<file path="config.mk">
export PLATFORM = sky130hd
export DESIGN_NAME = hclkdiv_ctrl
export DESIGN_NICKNAME = d
export VERILOG_FILES = /design/src/rtl/hclkdiv_pkg.sv /design/src/rtl/hclkdiv_ratio_dec.sv /design/src/rtl/hclkdiv_counter.sv /design/src/rtl/hclkdiv_out_stage.sv /design/src/rtl/hclkdiv_ctrl.sv
export SDC_FILE = /design/constraint.sdc
export NUM_CORES = 1
export LEC_CHECK = 0
export BUFFER_PORTS_ARGS = -buffer_cell sky130_fd_sc_hd__buf_2
export CORE_ASPECT_RATIO = 0.75
export CORE_MARGIN = 2
export CORE_UTILIZATION = 35
export CTS_CLUSTER_DIAMETER = 100
export DETAILED_ROUTE_END_ITERATION = 7
export PLACE_DENSITY = 0.6
export SYNTH_ARGS = -nofsm -noshare
export SYNTH_HDL_FRONTEND = slang
export SYNTH_SLANG_ARGS = --single-unit
</file>
<file path="constraint.sdc">
create_clock -name clk -period 3.1 [get_ports clk]
set_clock_uncertainty 0.05 [all_clocks]
set_input_delay 0 -clock clk [delete_from_list [all_inputs] [get_ports clk]]
set_output_delay 0 -clock clk [all_outputs]
set_load 0.005 [all_outputs]
</file>
<file path="src/rtl/hclkdiv_pkg.sv">
`timescale 1ns/1ps
package hclkdiv_pkg;

    localparam int unsigned CODE_W     = 3;
    localparam int unsigned RATIO_CEIL = 32;
    localparam int unsigned RATIO_W    = $clog2(RATIO_CEIL) + 1;

    typedef enum logic [1:0] {
        ST_HOLD   = 2'd0,
        ST_GATED  = 2'd1,
        ST_RUN    = 2'd2,
        ST_BYPASS = 2'd3
    } div_state_e;

    // Non-uniform ratio set addressed by the select code
    function automatic logic [RATIO_W-1:0] code_ratio(input logic [CODE_W-1:0] c);
        logic [RATIO_W-1:0] r;
        case (c)
            3'd0:    r = RATIO_W'(1);
            3'd1:    r = RATIO_W'(2);
            3'd2:    r = RATIO_W'(4);
            3'd3:    r = RATIO_W'(6);
            3'd4:    r = RATIO_W'(8);
            3'd5:    r = RATIO_W'(16);
            3'd6:    r = RATIO_W'(24);
            default: r = RATIO_W'(32);
        endcase
        return r;
    endfunction

endpackage

</file>
<file path="src/rtl/hclkdiv_ratio_dec.sv">
`timescale 1ns/1ps
module hclkdiv_ratio_dec
    import hclkdiv_pkg::*;
#(
    parameter int unsigned CNT_W = 5
) (
    input  logic [CODE_W-1:0] code,
    output logic [CNT_W-1:0]  last,
    output logic [CNT_W-1:0]  half_m1,
    output logic              unity
);

    logic [RATIO_W-1:0] ratio;

    always_comb begin
        ratio   = code_ratio(code);
        last    = CNT_W'(ratio - RATIO_W'(1));
        half_m1 = CNT_W'((ratio >> 1) - RATIO_W'(1));
        unity   = (ratio == RATIO_W'(1));
    end

endmodule

</file>
<file path="src/rtl/hclkdiv_counter.sv">
`timescale 1ns/1ps
module hclkdiv_counter #(
    parameter int unsigned CNT_W = 5
) (
    input  logic             clk,
    input  logic             rst_n,
    input  logic             run,
    input  logic [CNT_W-1:0] last,
    input  logic [CNT_W-1:0] half_m1,
    output logic             wrap,
    output logic             phase
);

    logic [CNT_W-1:0] cnt_q;

    always_ff @(posedge clk or negedge rst_n) begin
        if (!rst_n) begin
            cnt_q <= '0;
            phase <= 1'b0;
        end else if (!run) begin
            cnt_q <= '0;
            phase <= 1'b0;
        end else if (cnt_q == last) begin
            cnt_q <= '0;
            phase <= 1'b0;
        end else begin
            cnt_q <= cnt_q + CNT_W'(1);
            if (cnt_q == half_m1) begin
                phase <= 1'b1;
            end
        end
    end

    assign wrap = run && (cnt_q == last);

endmodule

</file>
<file path="src/rtl/hclkdiv_out_stage.sv">
`timescale 1ns/1ps
module hclkdiv_out_stage
    import hclkdiv_pkg::*;
(
    input  div_state_e state,
    input  logic       div_rst,
    input  logic       clk_en,
    input  logic       wrap,
    input  logic       phase,
    input  logic       unity,
    input  logic       ext_q,
    output logic       ctrl_tick,
    output logic       ctrl_clk
);

    logic pass;

    always_comb begin
        pass      = clk_en && !div_rst;
        ctrl_tick = 1'b0;
        ctrl_clk  = 1'b0;
        unique case (state)
            ST_RUN: begin
                ctrl_tick = wrap && pass;
                ctrl_clk  = (unity || phase) && pass;
            end
            ST_BYPASS: begin
                ctrl_clk  = ext_q && pass;
            end
            ST_HOLD, ST_GATED: begin
                ctrl_tick = 1'b0;
                ctrl_clk  = 1'b0;
            end
        endcase
    end

endmodule

</file>
<file path="src/rtl/hclkdiv_ctrl.sv">
`timescale 1ns/1ps
module hclkdiv_ctrl
    import hclkdiv_pkg::*;
#(
    parameter int unsigned RATIO_MAX = RATIO_CEIL
) (
    input  logic              clk,
    input  logic              rst_n,
    input  logic              div_rst,
    input  logic              clk_en,
    input  logic              byp_sel,
    input  logic              ext_clk,
    input  logic [CODE_W-1:0] sel,
    output logic              ctrl_tick,
    output logic              ctrl_clk,
    output logic [CODE_W-1:0] sel_rb,
    output logic              en_rb
);

    localparam int unsigned CNT_W = $clog2(RATIO_MAX);

    div_state_e        state_q, state_d;
    logic [CODE_W-1:0] code_q;
    logic              ext_q;
    logic [CNT_W-1:0]  last, half_m1;
    logic              unity, wrap, phase;

    // Next-state selection: divider reset > enable > bypass
    always_comb begin
        if (div_rst)       state_d = ST_HOLD;
        else if (!clk_en)  state_d = ST_GATED;
        else if (byp_sel)  state_d = ST_BYPASS;
        else               state_d = ST_RUN;
    end

    always_ff @(posedge clk or negedge rst_n) begin
        if (!rst_n) state_q <= ST_HOLD;
        else        state_q <= state_d;
    end

    // Active ratio only loads while the divider is held
    always_ff @(posedge clk or negedge rst_n) begin
        if (!rst_n) begin
            code_q <= '0;
            sel_rb <= '0;
            en_rb  <= 1'b0;
            ext_q  <= 1'b0;
        end else begin
            if (div_rst) code_q <= sel;
            sel_rb <= sel;
            en_rb  <= clk_en;
            ext_q  <= ext_clk;
        end
    end

    hclkdiv_ratio_dec #(.CNT_W(CNT_W)) u_dec (
        .code    (code_q),
        .last    (last),
        .half_m1 (half_m1),
        .unity   (unity)
    );

    hclkdiv_counter #(.CNT_W(CNT_W)) u_cnt (
        .clk     (clk),
        .rst_n   (rst_n),
        .run     (state_q == ST_RUN),
        .last    (last),
        .half_m1 (half_m1),
        .wrap    (wrap),
        .phase   (phase)
    );

    hclkdiv_out_stage u_out (
        .state     (state_q),
        .div_rst   (div_rst),
        .clk_en    (clk_en),
        .wrap      (wrap),
        .phase     (phase),
        .unity     (unity),
        .ext_q     (ext_q),
        .ctrl_tick (ctrl_tick),
        .ctrl_clk  (ctrl_clk)
    );

endmodule

</file>
# Word-level counts from Yosys, hierarchy flattened
# Index checks and enable logic that the tools add are counted.
# op_classes
shifts	0
bitwise	0
mul	0
eq_ne	13
div_mod_pow	0
addsub	3
n_lt_le_gt_ge	0
n_reduce_logical	10
n_mux	11
# ops
cell	n
6-bit case mux with 7 select lines	1
5-bit == test	2
5-bit two-way mux	2
5-bit by 1-bit subtractor with 5-bit output (second input constant)	2
3-bit == test (second input constant)	3
3-bit by 2-bit == test with 1-bit output (second input constant)	2
6-bit by 1-bit == test with 1-bit output (second input constant)	1
5-bit by 1-bit adder with 5-bit output (second input constant)	1
1-bit logical AND	5
1-bit two-way mux	5
2-bit == test (second input constant)	2
2-bit two-way mux	2
3-bit by 1-bit == test with 1-bit output (second input constant)	1
3-bit zero test	1
3-bit inequality test (second input constant)	1
1-bit case mux with 3 select lines	1
2-bit by 1-bit == test with 1-bit output (second input constant)	1
2-bit zero test	1
2-bit OR reduction	1
1-bit zero test	1
1-bit logical OR	1
# word_totals
mem_bits_rw	0
memories	0
input_bits	9
elab_cells	44
regBits	16
output_inout_bits	6
latchBits	0
romBits	0

# Logic depth before layout (Yosys ltp)
# depth
word_depth	7
ltp_mapped	9
ltp_nobuf	8

# Modules after synthesis
# A second synthesis with hierarchy kept.
# hier_totals
hier_cells	79
hier_area_um2	883.3
# modules_own_cells
mod	area_each_um2	seq_area_each_um2	cells_per_inst	instances
hclkdiv_counter	372.9	150.1	36	1
hclkdiv_ctrl	307.8	250.2	17	1
hclkdiv_ratio_dec	153.9	0.0	21	1
hclkdiv_out_stage	48.8	0.0	5	1

# Worst setup path after synthesis
# Ideal clock, no wire load.
# synth_path
path_type	reg-to-reg
from	register code_q[1]
to	register u_cnt.phase
setup_time_ns	0.121
path_buffers	1
path_slack_ns	1.251
synth_period_minus_slack_ns	1.849
path_stages_with_launch	10
arrival_ns	1.678
cell_sequence	dfrtp_1 -> buf_4 -> nor2_1 -> nand2_1 -> ha_1 -> xnor2_1 -> a22oi_1 -> o21ai_0 -> a31o_2 -> nor2_1
# synth_via
elab_chain_len	6
# synth_lines
element	line	source
start, declared	hclkdiv_ctrl.sv:23	logic [CODE_W-1:0] code_q;
start signal, assigned	hclkdiv_ctrl.sv:49	if (div_rst) code_q <= sel;
3-bit == test (tied with other cells)	hclkdiv_pkg.sv:18	case (c)
6-bit case mux with 7 select lines *	hclkdiv_pkg.sv:18	
5-bit by 1-bit subtractor with 5-bit output	hclkdiv_ratio_dec.sv:17	last = CNT_W'(ratio - RATIO_W'(1));
5-bit == test	hclkdiv_counter.sv:23	end else if (cnt_q == last) begin
1-bit two-way mux	hclkdiv_counter.sv:23	
1-bit two-way mux	hclkdiv_counter.sv:20	end else if (!run) begin
end signal, assigned	hclkdiv_counter.sv:19	phase <= 1'b0;
end signal, assigned	hclkdiv_counter.sv:22	phase <= 1'b0;
end signal, assigned	hclkdiv_counter.sv:25	phase <= 1'b0;
end, declared	hclkdiv_counter.sv:11	output logic phase
# Mark *: on every way between the ends. The rest lies on a longest branch, timed or not.
# A chain may end at the register's enable or synchronous reset.

# Final worst setup path
# layout_path
from	register code_q[1]
to	output port ctrl_tick
# layout_via
elab_chain_len	7
# layout_lines
element	line	source
3-bit == test (tied with other cells)	hclkdiv_pkg.sv:18	
6-bit case mux with 7 select lines *	hclkdiv_pkg.sv:18	
5-bit by 1-bit subtractor with 5-bit output *	hclkdiv_ratio_dec.sv:17	
5-bit == test *	hclkdiv_counter.sv:34	assign wrap = run && (cnt_q == last);
1-bit logical AND *	hclkdiv_counter.sv:34	
1-bit logical AND *	hclkdiv_out_stage.sv:24	ctrl_tick = wrap && pass;
1-bit two-way mux *	hclkdiv_out_stage.sv:22	unique case (state)
end, declared	hclkdiv_ctrl.sv:14	output logic ctrl_tick,
# Marks and branches as above.

==> reports/metrics.cfg <==
[outcome]
status=finished, final reports clean

[critical_path]
worstPathArrival_ps=2330
required_ps=3050
worstSetupPathType=flip-flop to primary output
r2r_end=u_cnt.cnt_q[2]$_DFF_PN0_
crit_path_start_kind=flip-flop
crit_path_start=code_q[1]$_DFFE_PN0P_
cp_max_fo=11
reg2reg_depth=8
r2r_slack_ps=1010
r2r-start=code_q[1]$_DFFE_PN0P_
cp-end-kind=primary output

[logic_synthesis]
avgSynthCellArea_um2=10.3
netlist_top_cells_count=dfrtp_1, nor2_1, xor2_1
ys_ff_latch=16
yosysMostFrequentCell=dfrtp_1
ys_types=29
netlist_area_um2=872
synth_flop_cell=dfrtp_1
synth-edff-count=0
synth_area_leaders=dfrtp_1, xor2_1, ha_1
syn_inst=85
yosys_warnings=0
ys_seq_area_share_pct=45.9
syn_nets=98
synth-async-reset-ratio_pct=100
synth.top_cell.area_share_pct=45.9
yosysTopAreaCell=dfrtp_1

[timing]
whs_ps=93.9
drv_slew=0
fin_crit_ps=2380
final-setup-viol-count=0
timing.setup.tns_ps=0
slew_headroom_pct=76.1
hold_viol=0
fin_ws_ps=723
worst_pin_slew_ps=358
timing.fmax_ghz=0.421
rsz0062_at_grt=false
finalCritPeriodShare_pct=76.7

[layout]
final_net_count=120
final_area_um2=1060
drive_above_1_share_pct=21.7
diodes=0
final_core_util_pct=45.4
n_fill_cell=248
syn2layout_area_growth_pct=21.2

[clock_tree]
cts_root_buf=clkbuf_4
clock_latency_ps=290
clockBufferDepth=2
cts_setup_buffers=0
cts_buffers=3
cts_tree=done
clkSinkCount=16
ctsHoldBuffers=9
h-tree-depth=1
cts_resized=0
clkTransAtPathRegs_ps=90

[place]
dp_hpwl_mm=1.29
place_ws_ps=1070
place.gp.congestion=0.882
place_area_um2=931
portBuffers=14

[grt]
grt_pass1_vias=619
antenna_found_initial=0
grt_pass1_wl_mm=2.90
grt_start_max_net_pins=17
grtUsageTotal_pct=14.6
overflow=0

[die]
io_pins=15
die_y_um=47.2
dieArea_um2=2910
start_util_pct=37.5
rows=15
coreArea_um2=2330
die_w_um=61.6

[detailed_routing]
via_count=677
drt_iter0_markers=23
wl_per_cell_um=12.2
drc=0
ant_nets=0
drt-total-wl_mm=1.71
via_per_inst=4.84
first_pass_iters=4

[pwr]
max-vdd-ir-drop_mv=0.223
power.leakage_nw=0.481
power-per-cell-area_nw_per_um2=428

[min_path]
hold_class=primary input to async pin

[flow_run]
maxCapViolCount=0

-- final cells by class --
cell class / instances / area, um^2 / share of cell area (%)
Tap cell: 34 / 42.5 / 4.02
Inverter: 4 / 15.0 / 1.42
Sequential cell: 16 / 400 / 37.9
Timing Repair Buffer: 23 / 160 / 15.1
Multi-Input combinational cell: 59 / 403 / 38.1
Clock buffer: 4 / 36.3 / 3.43
-- how the worst max path moves through the flow --
stage / to / slack [ps] / cells after the start
3_3_place_gp: u_cnt.phase$_DFFE_PN0P_ / 1130 / 8
5_1_grt: ctrl_tick / 540 / 9
4_1_cts: ctrl_tick / 730 / 9
6_report: ctrl_tick / 720 / 9
2_1_floorplan: u_cnt.phase$_DFFE_PN0P_ / 1250 / 9
3_5_place_dp: u_cnt.cnt_q[2]$_DFF_PN0_ / 1070 / 8
-- critical path, stage by stage (launching register included) --
cell     delay, ps
dfrtp_1        520
nor2_1         190
nand2_1        110
ha_1           220
xnor2_1        250
a22oi_1        100
o21ai_0        230
nand3_1        110
nor3b_1        180
buf_2          140
-- power breakdown --
part	switching [mW]	internal, mW
logic	0.0391	0.0406
registers	0.0153	0.218
clock network	0.0680	0.0716
total	0.122	0.330
-- kinds of logic (layout without fill, tap and decap cells) --
kind of cell	count (synthesis)	after routing	share of synthesized area [%]
simple gates	26	26	15.5
compound gates	16	16	11.3
flops	16	16	45.9
xor+xnor	11	11	11.0
buf+inv	10	31	7.89
fa+ha+maj	4	4	5.74
mux	2	2	2.58
-- flip-flops by register name, summed over array words and instances (netlist names) --
name	flops
state_q	2
sel_rb	3
u_cnt.phase	1
code_q	3
u_cnt.cnt_q	5
en_rb	1
ext_q	1
-- stage by stage --
| step | power [mW] | cells |
|---|---|---|
| final | 0.453 | 140 |
| after global placement | 0.306 | 127 |
| after CTS | 0.461 | 140 |
| after floorplan | 0.290 | 85 |
| after detailed placement | 0.308 | 127 |
| after global routing | 0.484 | 140 |
-- routing by layer --
metal  vias to the layer above  track usage (%)  wire (um)  part of all wire [%]
met5                         -                0          0                     0
met4                         0             5.11         15                  0.88
met3                         4             6.06         74                   4.3
met2                        14             21.5        732                    43
met1                       322             19.6        886                    52
li1                        337                -          -                     -
-- cell usage in the layout, fill, tap and decap left out --
cell type / synthesis / routed
mux2_2: 2 / 2
nor3_1: 1 / 1
a31oi_1: 2 / 2
o211ai_1: 1 / 1
nor3b_1: 2 / 2
nor2b_1: 1 / 1
xor2_1: 6 / 6
and4b_1: 1 / 1
o32ai_1: 1 / 1
nor4bb_1: 1 / 1
and3_1: 1 / 1
o21ai_0: 4 / 4
clkbuf_4: 0 / 3
ha_1: 4 / 4
nand4b_1: 1 / 1
clkbuf_8: 0 / 1
a31o_2: 1 / 1
dfrtp_1: 16 / 16
xnor2_1: 5 / 5
a21oi_1: 5 / 5
nor2_1: 9 / 9
dlygate4sd3_1: 0 / 9
inv_2: 2 / 2
nand3_1: 3 / 3
nand2b_1: 1 / 1
a41oi_1: 1 / 1
buf_2: 1 / 14
nand2_1: 5 / 5
inv_1: 2 / 2
a22oi_1: 1 / 1
No activity file was read; power rests on OpenSTA's default activity.
